--- src/rtl/lcu_pkg.sv ---
package lcu_pkg;
  localparam logic [1:0] A_CFG   = 2'd0;
  localparam logic [1:0] A_STEP  = 2'd1;
  localparam logic [1:0] A_FLAGS = 2'd2;
  localparam logic [1:0] A_WORD  = 2'd3;

  localparam int CFG_W       = 15;
  localparam int CFG_EN      = 0;
  localparam int CFG_FLT_LO  = 1;
  localparam int CFG_PAR_LO  = 3;
  localparam int CFG_NINE    = 6;
  localparam int CFG_MSB     = 7;
  localparam int CFG_LINE_LO = 8;
  localparam int CFG_IE_LO   = 10;

  localparam int N_FLAGS = 3;
  localparam int FLG_RX  = 0;
  localparam int FLG_PE  = 1;
  localparam int FLG_OV  = 2;

  typedef enum logic [2:0] {
    PAR_NONE = 3'd0,
    PAR_EVEN = 3'd1,
    PAR_ODD  = 3'd2,
    PAR_ZERO = 3'd3,
    PAR_ONE  = 3'd4
  } par_mode_e;

  typedef enum logic [2:0] {
    ST_IDLE, ST_START, ST_DATA, ST_PAR, ST_STOP
  } rx_state_e;
endpackage

--- src/rtl/lcu_line_filter.sv ---
module lcu_line_filter #(
  parameter int LINES       = 4,
  parameter int SEL_W       = $clog2(LINES),
  parameter int FLT_W       = 2,
  parameter int SYNC_STAGES = 2
) (
  input  logic             clk,
  input  logic             rst_n,
  input  logic [LINES-1:0] lines_i,
  input  logic [SEL_W-1:0] sel_i,
  input  logic [FLT_W-1:0] flt_i,
  output logic             line_o
);
  localparam int MAX_RUN = 1 << ((1 << FLT_W) - 1);
  localparam int CNT_W   = (MAX_RUN > 1) ? $clog2(MAX_RUN) : 1;

  logic [SYNC_STAGES-1:0] sync_q;
  logic                   sync_w;
  logic [CNT_W-1:0]       run_q;
  logic [CNT_W-1:0]       lim_w;

  assign sync_w = sync_q[SYNC_STAGES-1];
  assign lim_w  = CNT_W'((32'd1 << flt_i) - 32'd1);

  always_ff @(posedge clk or negedge rst_n) begin
    if (!rst_n) sync_q <= '1;
    else        sync_q <= {sync_q[SYNC_STAGES-2:0], lines_i[sel_i]};
  end

  always_ff @(posedge clk or negedge rst_n) begin
    if (!rst_n) begin
      line_o <= 1'b1;
      run_q  <= '0;
    end else if (sync_w == line_o) begin
      run_q <= '0;
    end else if (run_q == lim_w) begin
      line_o <= sync_w;
      run_q  <= '0;
    end else begin
      run_q <= run_q + 1'b1;
    end
  end

  AST_FILT_HOLD: assert property (@(posedge clk) disable iff (!rst_n)
    (sync_w == line_o) |=> $stable(line_o));
endmodule

--- src/rtl/lcu_bit_clock.sv ---
module lcu_bit_clock #(
  parameter int ACC_W = 16
) (
  input  logic             clk,
  input  logic             rst_n,
  input  logic [ACC_W-1:0] inc_i,
  input  logic             load_i,
  input  logic             run_i,
  output logic             tick_o
);
  localparam logic [ACC_W-1:0] HALF = ACC_W'(1) << (ACC_W - 1);

  logic [ACC_W-1:0] acc_q;
  logic [ACC_W:0]   sum_w;

  assign sum_w  = {1'b0, acc_q} + {1'b0, inc_i};
  assign tick_o = run_i & sum_w[ACC_W] & ~load_i;

  always_ff @(posedge clk or negedge rst_n) begin
    if (!rst_n)     acc_q <= '0;
    else if (load_i) acc_q <= HALF;
    else if (run_i)  acc_q <= sum_w[ACC_W-1:0];
  end

  AST_TICK_SPACING: assert property (@(posedge clk) disable iff (!rst_n)
    (tick_o && inc_i <= HALF) |=> (!tick_o || !$stable(inc_i)));
endmodule

--- src/rtl/lcu_rx_frame.sv ---
module lcu_rx_frame
  import lcu_pkg::*;
#(
  parameter int DW = 9
) (
  input  logic          clk,
  input  logic          rst_n,
  input  logic          en_i,
  input  logic          line_i,
  input  logic          tick_i,
  input  logic          nine_i,
  input  logic          msb_i,
  input  logic [2:0]    par_i,
  output logic          start_o,
  output logic          run_o,
  output logic          done_o,
  output logic [DW-1:0] data_o,
  output logic          perr_o
);
  localparam int IDX_W = $clog2(DW);

  rx_state_e        st_q;
  logic             line_q;
  logic [IDX_W-1:0] idx_q;
  logic [DW-1:0]    word_q;
  logic             par_q;
  logic [IDX_W-1:0] last_w;
  logic [IDX_W-1:0] pos_w;
  logic             has_par_w;
  logic             exp_par_w;

  assign last_w    = nine_i ? IDX_W'(DW - 1) : IDX_W'(DW - 2);
  assign pos_w     = msb_i ? (last_w - idx_q) : idx_q;
  assign has_par_w = (par_i != PAR_NONE) && (par_i <= PAR_ONE);

  always_comb begin
    case (par_mode_e'(par_i))
      PAR_EVEN: exp_par_w = ^word_q;
      PAR_ODD:  exp_par_w = ~^word_q;
      PAR_ONE:  exp_par_w = 1'b1;
      default:  exp_par_w = 1'b0;
    endcase
  end

  assign start_o = en_i && (st_q == ST_IDLE) && line_q && !line_i;
  assign run_o   = (st_q != ST_IDLE);
  assign done_o  = en_i && (st_q == ST_STOP) && tick_i;
  assign data_o  = word_q;
  assign perr_o  = has_par_w && (par_q != exp_par_w);

  always_ff @(posedge clk or negedge rst_n) begin
    if (!rst_n) begin
      st_q   <= ST_IDLE;
      line_q <= 1'b1;
      idx_q  <= '0;
      word_q <= '0;
      par_q  <= 1'b0;
    end else begin
      line_q <= line_i;
      if (!en_i) begin
        st_q <= ST_IDLE;
      end else begin
        case (st_q)
          ST_IDLE:  if (start_o) st_q <= ST_START;
          ST_START: if (tick_i) begin
            if (line_i) st_q <= ST_IDLE;
            else begin
              st_q   <= ST_DATA;
              idx_q  <= '0;
              word_q <= '0;
              par_q  <= 1'b0;
            end
          end
          ST_DATA: if (tick_i) begin
            word_q[pos_w] <= line_i;
            if (idx_q == last_w) st_q <= has_par_w ? ST_PAR : ST_STOP;
            else idx_q <= idx_q + 1'b1;
          end
          ST_PAR: if (tick_i) begin
            par_q <= line_i;
            st_q  <= ST_STOP;
          end
          ST_STOP: if (tick_i) st_q <= ST_IDLE;
          default: st_q <= ST_IDLE;
        endcase
      end
    end
  end

  AST_OFF_IDLE: assert property (@(posedge clk) disable iff (!rst_n)
    !en_i |=> (st_q == ST_IDLE));
  AST_DONE_PULSE: assert property (@(posedge clk) disable iff (!rst_n)
    done_o |=> !done_o);
endmodule

--- src/rtl/lcu_rx_top.sv ---
module lcu_rx_top
  import lcu_pkg::*;
#(
  parameter int LINES       = 4,
  parameter int DW          = 9,
  parameter int ACC_W       = 16,
  parameter int FLT_W       = 2,
  parameter int SYNC_STAGES = 2,
  parameter int BUS_W       = 16,
  parameter logic [ACC_W-1:0] STEP_RST = 16'h4B00
) (
  input  logic             clk,
  input  logic             rst_n,
  input  logic [LINES-1:0] rx_lines_i,
  input  logic [1:0]       bus_addr_i,
  input  logic             bus_we_i,
  input  logic [BUS_W-1:0] bus_wdata_i,
  output logic [BUS_W-1:0] bus_rdata_o,
  output logic             irq_o
);
  localparam int SEL_W = $clog2(LINES);

  logic [CFG_W-1:0]   cfg_q;
  logic [ACC_W-1:0]   step_q;
  logic [N_FLAGS-1:0] flags_q;
  logic [DW-1:0]      word_q;

  logic               en_w, nine_w, msb_w;
  logic [FLT_W-1:0]   flt_w;
  logic [2:0]         par_w;
  logic [SEL_W-1:0]   sel_w;
  logic [N_FLAGS-1:0] ie_w, clr_w, set_w;
  logic               line_w, tick_w, start_w, run_w, done_w, perr_w;
  logic [DW-1:0]      data_w;

  assign en_w   = cfg_q[CFG_EN];
  assign flt_w  = cfg_q[CFG_FLT_LO +: FLT_W];
  assign par_w  = cfg_q[CFG_PAR_LO +: 3];
  assign nine_w = cfg_q[CFG_NINE];
  assign msb_w  = cfg_q[CFG_MSB];
  assign sel_w  = cfg_q[CFG_LINE_LO +: SEL_W];
  assign ie_w   = cfg_q[CFG_IE_LO +: N_FLAGS];

  lcu_line_filter #(.LINES(LINES), .SEL_W(SEL_W), .FLT_W(FLT_W), .SYNC_STAGES(SYNC_STAGES)) u_filt (
    .clk(clk), .rst_n(rst_n), .lines_i(rx_lines_i), .sel_i(sel_w), .flt_i(flt_w), .line_o(line_w));

  lcu_bit_clock #(.ACC_W(ACC_W)) u_bclk (
    .clk(clk), .rst_n(rst_n), .inc_i(step_q), .load_i(start_w), .run_i(run_w), .tick_o(tick_w));

  lcu_rx_frame #(.DW(DW)) u_frame (
    .clk(clk), .rst_n(rst_n), .en_i(en_w), .line_i(line_w), .tick_i(tick_w),
    .nine_i(nine_w), .msb_i(msb_w), .par_i(par_w), .start_o(start_w), .run_o(run_w),
    .done_o(done_w), .data_o(data_w), .perr_o(perr_w));

  assign clr_w = (bus_we_i && bus_addr_i == A_FLAGS) ? bus_wdata_i[N_FLAGS-1:0] : '0;

  always_comb begin
    set_w         = '0;
    set_w[FLG_RX] = done_w;
    set_w[FLG_PE] = done_w & perr_w;
    set_w[FLG_OV] = done_w & flags_q[FLG_RX];
  end

  always_ff @(posedge clk or negedge rst_n) begin
    if (!rst_n) begin
      cfg_q   <= '0;
      step_q  <= STEP_RST;
      flags_q <= '0;
      word_q  <= '0;
    end else begin
      if (bus_we_i && bus_addr_i == A_CFG)  cfg_q  <= bus_wdata_i[CFG_W-1:0];
      if (bus_we_i && bus_addr_i == A_STEP) step_q <= bus_wdata_i[ACC_W-1:0];
      flags_q <= (flags_q & ~clr_w) | set_w;
      if (done_w) word_q <= data_w;
    end
  end

  always_comb begin
    case (bus_addr_i)
      A_CFG:   bus_rdata_o = BUS_W'(cfg_q);
      A_STEP:  bus_rdata_o = BUS_W'(step_q);
      A_FLAGS: bus_rdata_o = BUS_W'(flags_q);
      default: bus_rdata_o = BUS_W'(word_q);
    endcase
  end

  assign irq_o = |(flags_q & ie_w);

  AST_OV_NEEDS_RX: assert property (@(posedge clk) disable iff (!rst_n)
    $rose(flags_q[FLG_OV]) |-> $past(flags_q[FLG_RX]));
  AST_RX_AFTER_DONE: assert property (@(posedge clk) disable iff (!rst_n)
    done_w |=> flags_q[FLG_RX]);
  AST_IRQ_QUIET: assert property (@(posedge clk) disable iff (!rst_n)
    (ie_w == '0) |-> !irq_o);
  AST_REGS_KEEP: assert property (@(posedge clk) disable iff (!rst_n)
    !bus_we_i |=> ($stable(cfg_q) && $stable(step_q)));
endmodule

--- config.mk ---
export PLATFORM = sky130hd
export DESIGN_NAME = lcu_rx_top
export DESIGN_NICKNAME = d
export VERILOG_FILES = /design/src/rtl/lcu_pkg.sv /design/src/rtl/lcu_line_filter.sv /design/src/rtl/lcu_bit_clock.sv /design/src/rtl/lcu_rx_frame.sv /design/src/rtl/lcu_rx_top.sv
export SDC_FILE = /design/constraint.sdc
export NUM_CORES = 1
export LEC_CHECK = 0
export BUFFER_PORTS_ARGS = -buffer_cell sky130_fd_sc_hd__clkbuf_2
export CORE_ASPECT_RATIO = 1.75
export CORE_MARGIN = 3
export CORE_UTILIZATION = 50
export CTS_CLUSTER_SIZE = 20
export DETAILED_ROUTE_END_ITERATION = 16
export PLACE_DENSITY_LB_ADDON = 0.3
export SLEW_MARGIN = 20
export SYNTH_ARGS = -nofsm -noshare
export SYNTH_HDL_FRONTEND = slang
export SYNTH_HIERARCHICAL = 1
export SYNTH_SLANG_ARGS = --single-unit
--- constraint.sdc ---
create_clock -name clk -period 7.6 [get_ports clk]
set_input_delay 0.38 -clock clk [delete_from_list [all_inputs] [get_ports clk]]
set_output_delay 0.38 -clock clk [all_outputs]
set_load 0.005 [all_outputs]
Yosys cells after proc, flatten, opt, wreduce, memory -nomap -nowiden
Index checks and enable logic that the tools add are counted.
- register bits after elaboration: 83
- output and inout bits: 17
- $add $sub $neg: 5
- $lt $le $gt $ge: 4
- eq/ne operators: 24
- shift operators: 1
- multiplexer cells: 37
- bitwise operators: 10
- reduce and logical (&&, ||, !) cells: 27
- operators with widths (kind ; number):
    16-bit one-hot mux with 3 select lines ; 1
    3-bit 2-to-1 mux ; 11
    16-bit 2-to-1 mux ; 2
    9-bit 2-to-1 mux ; 3
    4-bit 2-to-1 mux ; 6
    9-bit one-hot mux with 2 select lines ; 1
    16-bit by 16-bit adder with 17-bit output ; 1
    3-bit by 2-bit != test with 1-bit output, second input constant ; 5
    3-bit one-hot mux with 5 select lines ; 1
    6-bit AND reduction ; 2
    1-bit logical AND ; 11
    5-bit AND reduction ; 2
    9-bit bitwise mux ; 1
    3-bit by 2-bit == test with 1-bit output, second input constant ; 3
    9-bit XNOR reduction ; 1
    9-bit parity ; 1
    4-bit one-hot mux with 2 select lines ; 1
    3-bit AND ; 2
    3-bit by 1-bit == test with 1-bit output, second input constant ; 2
    3-bit == test, second input constant ; 2
    2-bit by 1-bit != test with 1-bit output, second input constant ; 3
    2-bit nonzero test ; 3
    3-bit nonzero test ; 2
    4-bit by 5-bit less-than comparator with 1-bit output, second input constant ; 1
    31 further kinds ; 40

Logic depth before layout (Yosys ltp)
- word-level depth: 10
- gate-level depth with buffers: 17
- mapped depth without buffers: 16

Cells and area by module
Netlist, hierarchy kept.
- by module, submodules not included (module ; times used ; cells an instance ; area an instance (um^2) ; seq. area each (um^2)):
    lcu_rx_top ; 1 ; 130 ; 1963.1 ; 1081.0
    lcu_bit_clock ; 1 ; 159 ; 1402.6 ; 400.4
    lcu_rx_frame ; 1 ; 148 ; 1298.7 ; 451.7
    lcu_line_filter ; 1 ; 23 ; 300.3 ; 153.9

Worst setup path before layout
No wires, ideal clock.
- path kind: reg-to-reg
- start point: reg step_q[0]
- end point: reg u_frame.word_q[6] (netlist: u_frame/data_o[6])
- setup time: 118 ps
- arrival time: 2933 ps
- required time: 7482 ps
- path slack: 4549 ps
- cell stages (with the launch flop): 18
- cells stage by stage: dfrtp_1 -> ha_1 -> inv_1 -> fa_1 -> nand2b_1 -> a21oi_1 -> o31a_2 -> a31oi_1 -> nor3_1 -> o31a_1 -> nand2_1 -> o211ai_1 -> o311ai_0 -> or3_1 -> buf_4 -> nand2_1 -> a31oi_1 -> a21o_1
- word-level cells in the longest chain between the ends: 5
- elaborated cells between the ends (all ways): 6
- those cells by class: 1 x add/sub; 2 x eq/ne; 2 x bitwise; 1 x reduce/logical
- ends and longest elaborated chain (what ; RTL line ; source):
    start: declaration ; lcu_rx_top.sv:24 ; logic [ACC_W-1:0] step_q;
    start signal: assignment ; lcu_rx_top.sv:72 ; if (bus_we_i && bus_addr_i == A_STEP) step_q <= bus_wdata_i[ACC_W-1:0];
    16-bit by 16-bit adder with 17-bit output * ; lcu_bit_clock.sv:16 ; assign sum_w = {1'b0, acc_q} + {1'b0, inc_i};
    1-bit AND * (2 in series) ; lcu_bit_clock.sv:17 ; assign tick_o = run_i & sum_w[ACC_W] & ~load_i;
    net tick_w ; lcu_rx_top.sv:33 ; logic line_w, tick_w, start_w, run_w, done_w, perr_w;
    2-bit by 1-bit != test with 1-bit output (no line) ; - ;
    5-bit AND reduction (no line) * ; - ;
    end signal: indexed assignment ; lcu_rx_frame.sv:75 ; word_q[pos_w] <= line_i;
    end: declaration ; lcu_rx_frame.sv:25 ; logic [DW-1:0] word_q;
Mark *: on every way through the listed nets, which the timed path passes. The rest lies on a longest branch.
A chain may end at the register's enable or synchronous reset.

Worst setup path in the final report
- start point: reg step_q[0]
- end point: reg u_frame.word_q[5] (netlist: u_frame/data_o[5])
Same word-level chain as after synthesis.

==> key figures <==
Status
  • Status: completed

Floorplanning
  • Row count: 47
  • Core area: 9590 um^2
  • Initial Utilization: 0.518
  • Die area: 11200 um^2
  • # IOs: 42
  • Die Ht: 138 um
  • Die width: about 81 um

STA
  • Worst Skew: 0.00579 ns
  • Peak Freq: 278 MHz
  • Slew HR: 0.353
  • Final setup vio count: 0
  • Slew Viols, Final: 0
  • Final min period: 3.60 ns
  • Setup_tns: 0 ns
  • Hold slack: 0.0887 ns
  • Slew @ Worst Pin: 0.970 ns
  • Final Hold Viols: 0
  • Final worst slack: ~4 ns
  • Unrepaired setup endpoints after global routing: no
  • Fin crit share: 0.473

Logic synthesis
  • EDFF count, synth: 0
  • Yosys synthesis warning count: 6
  • Post-Syn Area: slightly below 5000 um^2
  • Top_reg_cell synth: dfrtp_1
  • Mean Syn Cell Area: around 11 um^2
  • Post-Synthesis Cells: 460
  • FFs w/ async S/R, synth: 1.00
  • Synth Net Count: 509
  • Synth top area share: 0.378
  • Post-synth cell types: 71
  • Sequential share of the synthesized area: 0.420
  • Leading area contributor after synthesis: dfrtp_1
  • Synth top area cells: dfrtp_1 38%, mux2_2 9.3%, ha_1 5.5%, dfstp_2 4.2%, mux2i_1 4.0%
  • Flops & latches, synth: 83

Clock tree
  • Clock transition at path regs: ~0.06 ns
  • Resized Gates After CTS: 0
  • Post-CTS Hold Fix Bufs: 0
  • CTS tree: built
  • Setup Fix Bufs, Post-CTS: 0
  • # clock sinks: 83
  • H-tree Lvls: 3
  • CTS Buf Count: 9
  • Max clock buf depth: 2
  • Clk_lat worst skew: between 0.3 and 0.4 ns
  • Root Buffer: clkbuf_16

Final layout
  • Commonest cells after routing, fill and taps aside: 75 x dfrtp_1, 41 x mux2_2, 40 x clkbuf_2
  • Layout area overhead: 11.2%
  • Layout Nets: 543
  • Fillcell total: 842
  • N_diodes: 0
  • Fin area: 5520 um^2
  • Share of layout cells above drive strength 1: 0.248
  • Most common cell after layout, fill and taps aside: dfrtp_1
  • Final non-filler cell total: approximately 620
  • Fin util: 0.576

Placed design
  • Dpl hpwl: 8810 um
  • Place WS: about 4.1 ns
  • Placed cell areas: 5220 um^2
  • Routability cong.: between 0.9 and 1
  • Cells after DPL: about 610
  • # port buffers: 41

Global routing
  • Antenna violations before repair: 0
  • Pin count of the biggest net entering global routing: 84
  • Global-route wire length before repair: 18800 um
  • Total Routing Usage GR: 0.226
  • Vias in the first global route: 3765
  • Aggregate global routing overflow: 0

Job
  • Max-cap check violation count: 0

Worst setup path
  • Critical Path Source Type: flop
  • Slowest stage delay, CP: 0.40 ns
  • Worst path cell trace: ha_1 > inv_1 > fa_1 > nand2b_1 > a21oi_1 > o31a_2 > a31oi_1 > nor3_1 > o31a_1 > nand2_1 > nor2_1 > o21ai_0 > nor2_1 > nand3_1 > a32o_1
  • Critical path type: flop to flop
  • Most used cell, CP: nor2_1
  • CP required: between 7 and 8 ns
  • Slowest-stage cell, CP: fa_1
  • Crit Path Max Fanout: 5
  • Arr. time, crit path: between 3 and 4 ns
  • Critical path endpoint category: flop

Power and ir drop
  • Power Density: 338 nW/um^2
  • Maximum vdd drop: between 150 and 200 uV
  • Total power: 1.86 mW
  • Leak: 2.58 nW

Route
  • Via count: 3745
  • WL/cell: 19.0 um
  • Final wirelength: 11800 um
  • DR vias/cell: 6.03
  • TritonRoute pass-1 iters: 4
  • Antenna viol nets, final: 0
  • First-iteration detailed-routing DRC count: 170
  • Drc violations: 0

Min path
  • Worst hold path type: primary input to async pin
==> power breakdown <==
| group | internal, mW | leakage (nW) | switching (mW) |
|---|---|---|---|
| Sequential | 0.550 | 1.04 | 0.0960 |
| Combinational | 0.350 | 1.39 | 0.435 |
| Clock | 0.262 | 0.145 | 0.171 |
| Total | 1.16 | 2.58 | 0.702 |
==> flip-flops by register name (all words and copies together), names as in the netlist, 2 cells and up <==
signal	flops
u_bclk/acc_q	16
u_frame/data_o	9
u_filt/sync_q	2
word_q	9
u_frame/st_q	3
flags_q	3
u_frame/idx_q	4
cfg_q	15
u_filt/run_q	3
step_q	16
==> critical path, delay by kind of cell, from the launching register on <==
family,cells,cell delay (ns)
AO/OA/AOI/OAI,6,1.37
AND/OR/NAND/NOR,6,1.08
adder cells (fa/ha/maj),2,0.58
flip-flops,1,0.37
buffers and inverters,1,0.06
==> cell usage after synthesis, types with 5 or more instances <==
cell type and n:
nand3_1 14, dfrtp_1 75, mux2i_1 20, buf_2 5
o211ai_1 5, inv_1 18, a21o_1 7, nor3_1 6
xnor2_1 10, nand2_1 30, a21oi_1 20, o21ai_0 18
o2bb2ai_1 6, ha_1 22, a32o_1 8, nor2_1 33
xor2_1 8, dfstp_2 8, mux2_2 41, nand2b_1 7
a31oi_1 7, a22o_1 5, clkbuf_1 5
==> per-layer routing <==
layer | share of wire | up-vias | track usage
li1 | - | 1772 | -
met1 | 0.36 | 1863 | 0.246
met2 | 0.55 | 75 | 0.401
met3 | 0.035 | 35 | 0.0366
met4 | 0.051 | 0 | 0.135
met5 | 0 | - | 0
==> cell families after synthesis <==
logic type      share of synthesized area
xor+xnor                           0.0396
mux                                 0.156
simple gates                        0.135
buf+inv                            0.0373
fa+ha+maj                          0.0635
flops                               0.420
compound gates                      0.148
==> worst paths after layout <==
| check | from | to | slack (ns) | cells past startpoint |
|---|---|---|---|---|
| min reg2reg | u_filt/sync_q[0] | u_filt/sync_q[1] | 0.36 | 0 |
| min in group clk | bus_wdata_i[15] | step_q[15] | 0.27 | 2 |
| max in group asynchronous | rst_n | u_bclk/acc_q[13] | 6.99 | 1 |
| min | rst_n | step_q[2] | 0.09 | 1 |
| max | step_q[0] | u_frame/data_o[5] | 4.00 | 15 |
| max reg2reg | step_q[0] | u_frame/data_o[5] | 4.00 | 15 |
==> layout make-up <==
type / instances / area [um^2] / area share
well taps: 122 / 153 / 0.0277
flip-flops and latches: 83 / 2090 / 0.378
clock buffers: 11 / 243 / 0.0440
multi-input cells: 340 / 2700 / 0.489
repair buffers: 42 / 219 / 0.0397
inverters: 18 / 67.6 / 0.0122
clock inverters: 5 / 52.6 / 0.00952
No activity file was read; power rests on OpenSTA's default activity.
